--- src/rtl/hzd_pkg.sv ---
package hzd_pkg;
  localparam int unsigned N_PROD = 3;  // producer latches: execute, memory, writeback
  localparam int unsigned N_SRC  = 2;  // decode read ports
  localparam int unsigned STG_EX  = 0;
  localparam int unsigned STG_MEM = 1;
  localparam int unsigned STG_WB  = 2;
endpackage

--- src/rtl/hzd_cmp.sv ---
module hzd_cmp #(
  parameter int unsigned REG_W = 5
) (
  input  logic             src_ok_i,
  input  logic             src_used_i,
  input  logic [REG_W-1:0] src_reg_i,
  input  logic             dst_wr_i,
  input  logic [REG_W-1:0] dst_reg_i,
  output logic             hit_o
);
  logic nonzero;
  logic same;

  assign nonzero = |src_reg_i;
  assign same    = (src_reg_i == dst_reg_i);
  assign hit_o   = src_ok_i & src_used_i & dst_wr_i & nonzero & same;
endmodule

--- src/rtl/hzd_match_array.sv ---
module hzd_match_array
  import hzd_pkg::*;
#(
  parameter int unsigned REG_W = 5
) (
  input  logic                          id_valid_i,
  input  logic [N_SRC-1:0][REG_W-1:0]   src_reg_i,
  input  logic [N_SRC-1:0]              src_used_i,
  input  logic [N_PROD-1:0][REG_W-1:0]  dst_reg_i,
  input  logic [N_PROD-1:0]             dst_wr_i,
  output logic [N_PROD-1:0][N_SRC-1:0]  hit_o
);
  for (genvar s = 0; s < N_PROD; s++) begin : g_prod
    for (genvar p = 0; p < N_SRC; p++) begin : g_src
      hzd_cmp #(.REG_W(REG_W)) u_cmp (
        .src_ok_i  (id_valid_i),
        .src_used_i(src_used_i[p]),
        .src_reg_i (src_reg_i[p]),
        .dst_wr_i  (dst_wr_i[s]),
        .dst_reg_i (dst_reg_i[s]),
        .hit_o     (hit_o[s][p])
      );
    end
  end
endmodule

--- src/rtl/hzd_policy.sv ---
module hzd_policy
  import hzd_pkg::*;
#(
  parameter bit RF_WRITE_FIRST = 1'b1
) (
  input  logic [N_PROD-1:0][N_SRC-1:0] hit_i,
  input  logic                         bypass_i,
  input  logic                         ex_is_load_i,
  output logic                         stall_o
);
  logic ex_any, mem_any, wb_any;
  logic full_stall, byp_stall;

  assign ex_any  = |hit_i[STG_EX];
  assign mem_any = |hit_i[STG_MEM];
  assign wb_any  = |hit_i[STG_WB];

  // writeback matters only when the register file reads before it writes
  assign full_stall = ex_any | mem_any | (wb_any & ~RF_WRITE_FIRST);
  assign byp_stall  = ex_any & ex_is_load_i;

  always_comb begin
    if (bypass_i) stall_o = byp_stall;
    else          stall_o = full_stall;
  end
endmodule

--- src/rtl/hzd_ctrl.sv ---
module hzd_ctrl (
  input  logic stall_i,
  output logic pc_we_o,
  output logic if_id_we_o,
  output logic bubble_o
);
  assign pc_we_o    = ~stall_i;
  assign if_id_we_o = ~stall_i;
  assign bubble_o   = stall_i;
endmodule

--- src/rtl/hazard_interlock.sv ---
module hazard_interlock
  import hzd_pkg::*;
#(
  parameter int unsigned REG_W          = 5,
  parameter bit          RF_WRITE_FIRST = 1'b1
) (
  input  logic             clk_i,
  input  logic             rst_ni,
  input  logic             bypass_mode_i,
  input  logic             id_valid_i,
  input  logic [REG_W-1:0] id_rs1_i,
  input  logic             id_rs1_used_i,
  input  logic [REG_W-1:0] id_rs2_i,
  input  logic             id_rs2_used_i,
  input  logic             ex_valid_i,
  input  logic [REG_W-1:0] ex_rd_i,
  input  logic             ex_reg_write_i,
  input  logic             ex_is_load_i,
  input  logic             mem_valid_i,
  input  logic [REG_W-1:0] mem_rd_i,
  input  logic             mem_reg_write_i,
  input  logic             wb_valid_i,
  input  logic [REG_W-1:0] wb_rd_i,
  input  logic             wb_reg_write_i,
  output logic             pc_we_o,
  output logic             if_id_we_o,
  output logic             ex_bubble_o
);
  logic [N_SRC-1:0][REG_W-1:0]  src_reg;
  logic [N_SRC-1:0]             src_used;
  logic [N_PROD-1:0][REG_W-1:0] dst_reg;
  logic [N_PROD-1:0]            dst_wr;
  logic [N_PROD-1:0][N_SRC-1:0] hit;
  logic                         stall;

  assign src_reg[0]  = id_rs1_i;
  assign src_reg[1]  = id_rs2_i;
  assign src_used[0] = id_rs1_used_i;
  assign src_used[1] = id_rs2_used_i;

  assign dst_reg[STG_EX]  = ex_rd_i;
  assign dst_reg[STG_MEM] = mem_rd_i;
  assign dst_reg[STG_WB]  = wb_rd_i;
  assign dst_wr[STG_EX]   = ex_valid_i  & ex_reg_write_i;
  assign dst_wr[STG_MEM]  = mem_valid_i & mem_reg_write_i;
  assign dst_wr[STG_WB]   = wb_valid_i  & wb_reg_write_i;

  hzd_match_array #(.REG_W(REG_W)) u_match (
    .id_valid_i(id_valid_i),
    .src_reg_i (src_reg),
    .src_used_i(src_used),
    .dst_reg_i (dst_reg),
    .dst_wr_i  (dst_wr),
    .hit_o     (hit)
  );

  hzd_policy #(.RF_WRITE_FIRST(RF_WRITE_FIRST)) u_policy (
    .hit_i       (hit),
    .bypass_i    (bypass_mode_i),
    .ex_is_load_i(ex_is_load_i),
    .stall_o     (stall)
  );

  hzd_ctrl u_ctrl (
    .stall_i   (stall),
    .pc_we_o   (pc_we_o),
    .if_id_we_o(if_id_we_o),
    .bubble_o  (ex_bubble_o)
  );
endmodule

--- config.mk ---
export PLATFORM = sky130hd
export DESIGN_NAME = hazard_interlock
export DESIGN_NICKNAME = d
export VERILOG_FILES = /design/src/rtl/hzd_pkg.sv /design/src/rtl/hzd_cmp.sv /design/src/rtl/hzd_match_array.sv /design/src/rtl/hzd_policy.sv /design/src/rtl/hzd_ctrl.sv /design/src/rtl/hazard_interlock.sv
export SDC_FILE = /design/constraint.sdc
export NUM_CORES = 1
export LEC_CHECK = 0
export BUFFER_PORTS_ARGS = -buffer_cell sky130_fd_sc_hd__buf_2
export CAP_MARGIN = 5
export CORE_AREA = 2 2 39 41
export DETAILED_ROUTE_END_ITERATION = 8
export DIE_AREA = 0 0 41 43
export GPL_ROUTABILITY_DRIVEN = 0
export GPL_TIMING_DRIVEN = 0
export PLACE_DENSITY_LB_ADDON = 0.05
export SYNTH_ARGS = -nofsm -noshare
export SYNTH_HDL_FRONTEND = slang
export SYNTH_SLANG_ARGS = --single-unit
--- constraint.sdc ---
create_clock -name vclk -period 3
set_input_delay 0.15 -clock vclk [all_inputs]
set_output_delay 0.15 -clock vclk [all_outputs]
set_load 0.01 [all_outputs]
==> results of run 1 <==
stage by stage:
| step | hold WS (ps) | utilization | worst slack [ps] | cells | area, sq um |
|---|---|---|---|---|---|
| finish | 568 | 0.351 | 1090 | 87 | 485 |
| global route | 592 | 0.351 | 936 | 87 | 485 |
| CTS | 571 | 0.351 | 1070 | 87 | 485 |
| detailed placement | 570 | 0.351 | 1070 | 87 | 485 |
| global placement | 572 | 0.351 | 1060 | 87 | 485 |
| floorplan | 377 | - | 1330 | 39 | 305 |
critical path: cells and delay by family:
kind | cells | cell delay (ps)
buf+inv | 3 | 320
simple gates | 3 | 930
compound gates | 2 | 350
report_power, final:
group | internal, mW | switching, mW | leakage, nW
sequential | 0 | 0 | 0
clock | 0 | 0 | 0
combinational | 0.0326 | 0.0265 | 0.199
total | 0.0326 | 0.0265 | 0.199
cell usage after synthesis (all sizes together):
cell type / number
o211ai: 2
xor2: 4
a21oi: 1
nand2: 2
buf: 1
nor4: 5
a21o: 1
nand4: 4
xnor2: 16
or4: 2
o21ai: 1
routing by layer:
metal  up-vias  global-route usage  routed length (um)
met2        24               0.166                 390
met3         0                   0                 104
met4         0                   0                   0
li1        210                   -                   -
met1       157               0.177                 444
met5         -                   0                   0
cell families after synthesis:
kind of cell / count (synthesis) / synth area share
compound gates: 5 / 0.123
xor+xnor: 20 / 0.574
buf+inv: 1 / 0.0246
simple gates: 13 / 0.279
worst max path at each step:
stage,cells past startpoint,endpoint,slack (ps),from
global placement,8,pc_we_o,1060,id_rs2_i[3]
detailed placement,8,pc_we_o,1070,id_rs2_i[3]
global route,8,pc_we_o,940,id_rs1_i[0]
floorplan,6,pc_we_o,1330,id_rs1_i[0]
CTS,8,pc_we_o,1070,id_rs1_i[0]
finish,8,pc_we_o,1090,id_rs1_i[0]
cell type report:
cell class	count	area, sq um	area share
well taps	16	20.0	0.0412
plain buffers	1	7.51	0.0155
repair buffers	32	160	0.330
multi-input cells	38	298	0.613
cells in the final DEF (no fill, tap or decap):
cell       n
buf_2     32
xnor2_1   16
nand4_1    4
xor2_1     4
nor4_1     4
or4_1      2
nand2_1    2
o211ai_2   1
o211ai_1   1
o21ai_0    1
nor4_2     1
a21oi_1    1
a21o_1     1
buf_4      1
==> run_results.csv, run 1 <==
group,metric,value,unit
yosys,ys_seq_area_frac,0,
hold_path,hold_path_class,"primary input to output pin",
setup_path,slowest_delay,520,ps
global_routing,antenna_found_initial,0,
timing,slew_headroom,0.706,
floorplan,dieWidth,41,um
setup_path,cp_cell_sequence,"buf_2 -> or4_1 -> o211ai_1 -> nor4_1 -> nor4_2 -> a21o_1 -> buf_4 -> buf_2",
finish,n_fill_cell,158,
yosys,yosys-top-cells-area,"xnor2_1 (46%), xor2_1 (11%), nand4_1 (8.2%)",
status,outcome,"finished clean",
finish,nNetsFinal,111,
timing,finalCritPeriodShare,0.638,
finish,antenna_cells,0,
yosys,syn_area,305,sq um
yosys,syn_inst,39,
global_routing,grtUsageTotal,0.109,
floorplan,die_h,43,um
timing,drv_slew,0,
detailed_routing,wirelength,939,um
global_routing,grt_max_degree,4,
yosys,yosys.area.top_type,"xnor2_1",
hold_path,hold_depth,3,
setup_path,cp_slowest_cell,"or4_1",
timing,fmax,522,MHz
yosys,syn-num-nets,77,
global_routing,grt_pass1_vias,367,
detailed_routing,postRouteAntennaNets,0,
power,ir_worst_vdd,0.0365,mV
floorplan,fp.dieArea,0.00176,sq mm
setup_path,end_kind,"output pin",
setup_path,crit_arrival,1760,ps
placement,numPortBuffers,32,
setup_path,start_kind,"primary input",
detailed_routing,via_per_inst,4.49,
clock_tree,holdBufCountCts,0,
flow_run,cap_violations,0,
floorplan,pin_count,41,
power,leakage,0.199,nW
setup_path,required,2850,ps
yosys,ys_warn_count,0,
floorplan,core-area,0.00138,sq mm
setup_path,crit_path_max_fanout,3,
setup_path,crit_type,"primary input to output pin",
hold_path,hold_end,"ex_bubble_o",
hold_path,min_from,"bypass_mode_i",
finish,area_delta_synth_final,59.0,%
detailed_routing,vias,391,
timing,fin_crit,1910,ps
setup_path,cp_common_cell,"buf_2",
timing,setup_viol,0,
finish,drive_gt1_frac,0.493,
timing,hold_violations,0,
global_routing,grt_pass1_wl,1440,um
power,power.density,122,mW/mm^2
yosys,synth_area_per_cell,7.83,sq um
yosys,synth.top_cell.area_share,0.459,
detailed_routing,drt_iter0_markers,0,
clock_tree,cts_setup_buffers,0,
detailed_routing,drc,0,
power,finalPower,59.1,uW
timing,tns,0,ps
clock_tree,cts_resized,0,
placement,dp_hpwl,885,um
detailed_routing,first_pass_iters,1,
timing,grt_setup_unrepaired,"no",
timing,tightest_slew,437,ps
yosys,synth_cell_types,13,
finish,nClkBuffers,0,
detailed_routing,wl_per_cell,10.8,um
finish,ff_latch_area,0,sq um
finish,nFlopsAndLatches,0,
floorplan,start_util,0.221,
global_routing,gr-total-overflow,0,
floorplan,fp-row-count,14,
(Power assumes the default switching activity.)
==> run 2, diff against run 1 <==
==> constraint.sdc (replaced) <==
create_clock -name vclk -period 1.55
set_input_delay 0.0775 -clock vclk [all_inputs]
set_output_delay 0.0775 -clock vclk [all_outputs]
set_load 0.01 [all_outputs]
==> run_results.csv, run 2 (synthesis results as in run 1) <==
group,metric,value,unit
timing,grt_setup_unrepaired,"yes",
finish,drive_gt1_frac,0.581,
power,leakage,0.227,nW
global_routing,gr-total-overflow,0,
global_routing,antenna_found_initial,0,
finish,final_cell_mix,"buf_2 (28), xnor2_1 (16)",
status,outcome,"complete, but fails checks",
setup_path,start_kind,"primary input",
setup_path,crit_type,"primary input to output pin",
detailed_routing,wirelength,969,um
timing,tightest_slew,321,ps
detailed_routing,drt_iter0_markers,0,
power,seqPwrFrac,0,
placement,numPortBuffers,32,
floorplan,core-area,0.00138,sq mm
hold_path,hold_end,"ex_bubble_o",
setup_path,crit_path_max_fanout,3,
finish,nNetsFinal,114,
floorplan,fp-row-count,14,
detailed_routing,postRouteAntennaNets,0,
global_routing,grt_max_degree,4,
hold_path,hold_path_class,"primary input to output pin",
detailed_routing,via_per_inst,4.51,
status,violations,"negative setup slack",
timing,tns,-396,ps
power,p_sw_frac,0.432,
power,p_comb_frac,1.000,
power,internal-power,74.2,uW
timing,fin_crit,1710,ps
finish,antenna_cells,0,
floorplan,pin_count,41,
placement,dp_hpwl,885,um
finish,nClkBuffers,0,
timing,hold_ws,416,ps
global_routing,grt_pass1_vias,384,
placement,pre_cts_slack,-232,ps
floorplan,start_util,0.221,
setup_path,required,1470,ps
power,clockPowerShare,0,
detailed_routing,drc,0,
power,netSwitchingPower,56.5,uW
floorplan,fp.dieArea,0.00176,sq mm
floorplan,die_h,43,um
power,ir_worst_vdd,0.0794,mV
setup_path,crit_arrival,1630,ps
timing,finalCritPeriodShare,1.10,
global_routing,grtUsageTotal,0.118,
finish,nFlopsAndLatches,0,
global_routing,grt_pass1_wl,1550,um
timing,setup_viol,3,
flow_run,cap_violations,0,
timing,hold_violations,0,
detailed_routing,first_pass_iters,1,
finish,ff_latch_area,0,sq um
timing,drv_slew,0,
power,power.density,232,mW/mm^2
finish,final_common_cell,"buf_2",
timing,slew_headroom,0.784,
timing,setup_slack,-157,ps
detailed_routing,wl_per_cell,10.8,um
setup_path,end_kind,"output pin",
detailed_routing,vias,406,
finish,area_delta_synth_final,84.4,%
timing,fmax,586,MHz
power,finalPower,131,uW
hold_path,min_from,"bypass_mode_i",
clock_tree,holdBufCountCts,0,
hold_path,hold_depth,3,
floorplan,dieWidth,41,um
-- run 2: timing repair --
action / in CTS / in global routing
pin swaps: 5 / 1
endpoints found under the setup margin: 3 / 3
setup buffers: 3 / 0
gates resized for setup: 13 / 1
-- run 2: per-layer routing --
metal / global-route usage / routed length, um
met1: 0.180 / 439
met2: 0.188 / 422
met3: 0.00524 / 107
met4: 0 / 0
met5: 0 / 0
-- run 2: worst max-delay path by stage --
| stage | from | endpoint | slack, ps | cells past startpoint |
|---|---|---|---|---|
| 6_report | id_rs2_i[4] | ex_bubble_o | -160 | 8 |
| 3_5_place_dp | id_rs2_i[3] | pc_we_o | -230 | 8 |
| 4_1_cts | id_rs1_i[0] | ex_bubble_o | -160 | 8 |
| 2_1_floorplan | id_rs1_i[0] | pc_we_o | 30 | 6 |
| 3_3_place_gp | id_rs2_i[3] | pc_we_o | -240 | 8 |
| 5_1_grt | id_rs1_i[0] | pc_we_o | -290 | 9 |
-- run 2: power by group through the flow --
stage / clock [mW] / combinational, mW / sequential, mW
2_1_floorplan: 0 / 0.0532 / 0
3_3_place_gp: 0 / 0.117 / 0
3_5_place_dp: 0 / 0.115 / 0
4_1_cts: 0 / 0.131 / 0
5_1_grt: 0 / 0.143 / 0
6_report: 0 / 0.131 / 0
-- run 2: layout make-up --
cell class / instances / area (sq um)
fill: 156 / 821
multi-input combinational: 38 / 324
timing repair buffer: 35 / 211
tap: 16 / 20.0
buffer: 1 / 7.51
-- run 2: through the flow --
step,cells,instance area (sq um),util
finish,90,563,0.407
global route,90,563,0.407
CTS,90,559,0.404
detailed placement,87,485,0.351
global placement,87,485,0.351
floorplan,39,305,-
-- run 2: worst max-delay path, stage by stage --
cell,delay [ps]
buf_2,120
or4_4,520
o211ai_2,210
nor4_2,70
nor4_2,310
buf_4,160
a21oi_1,30
buf_2,140
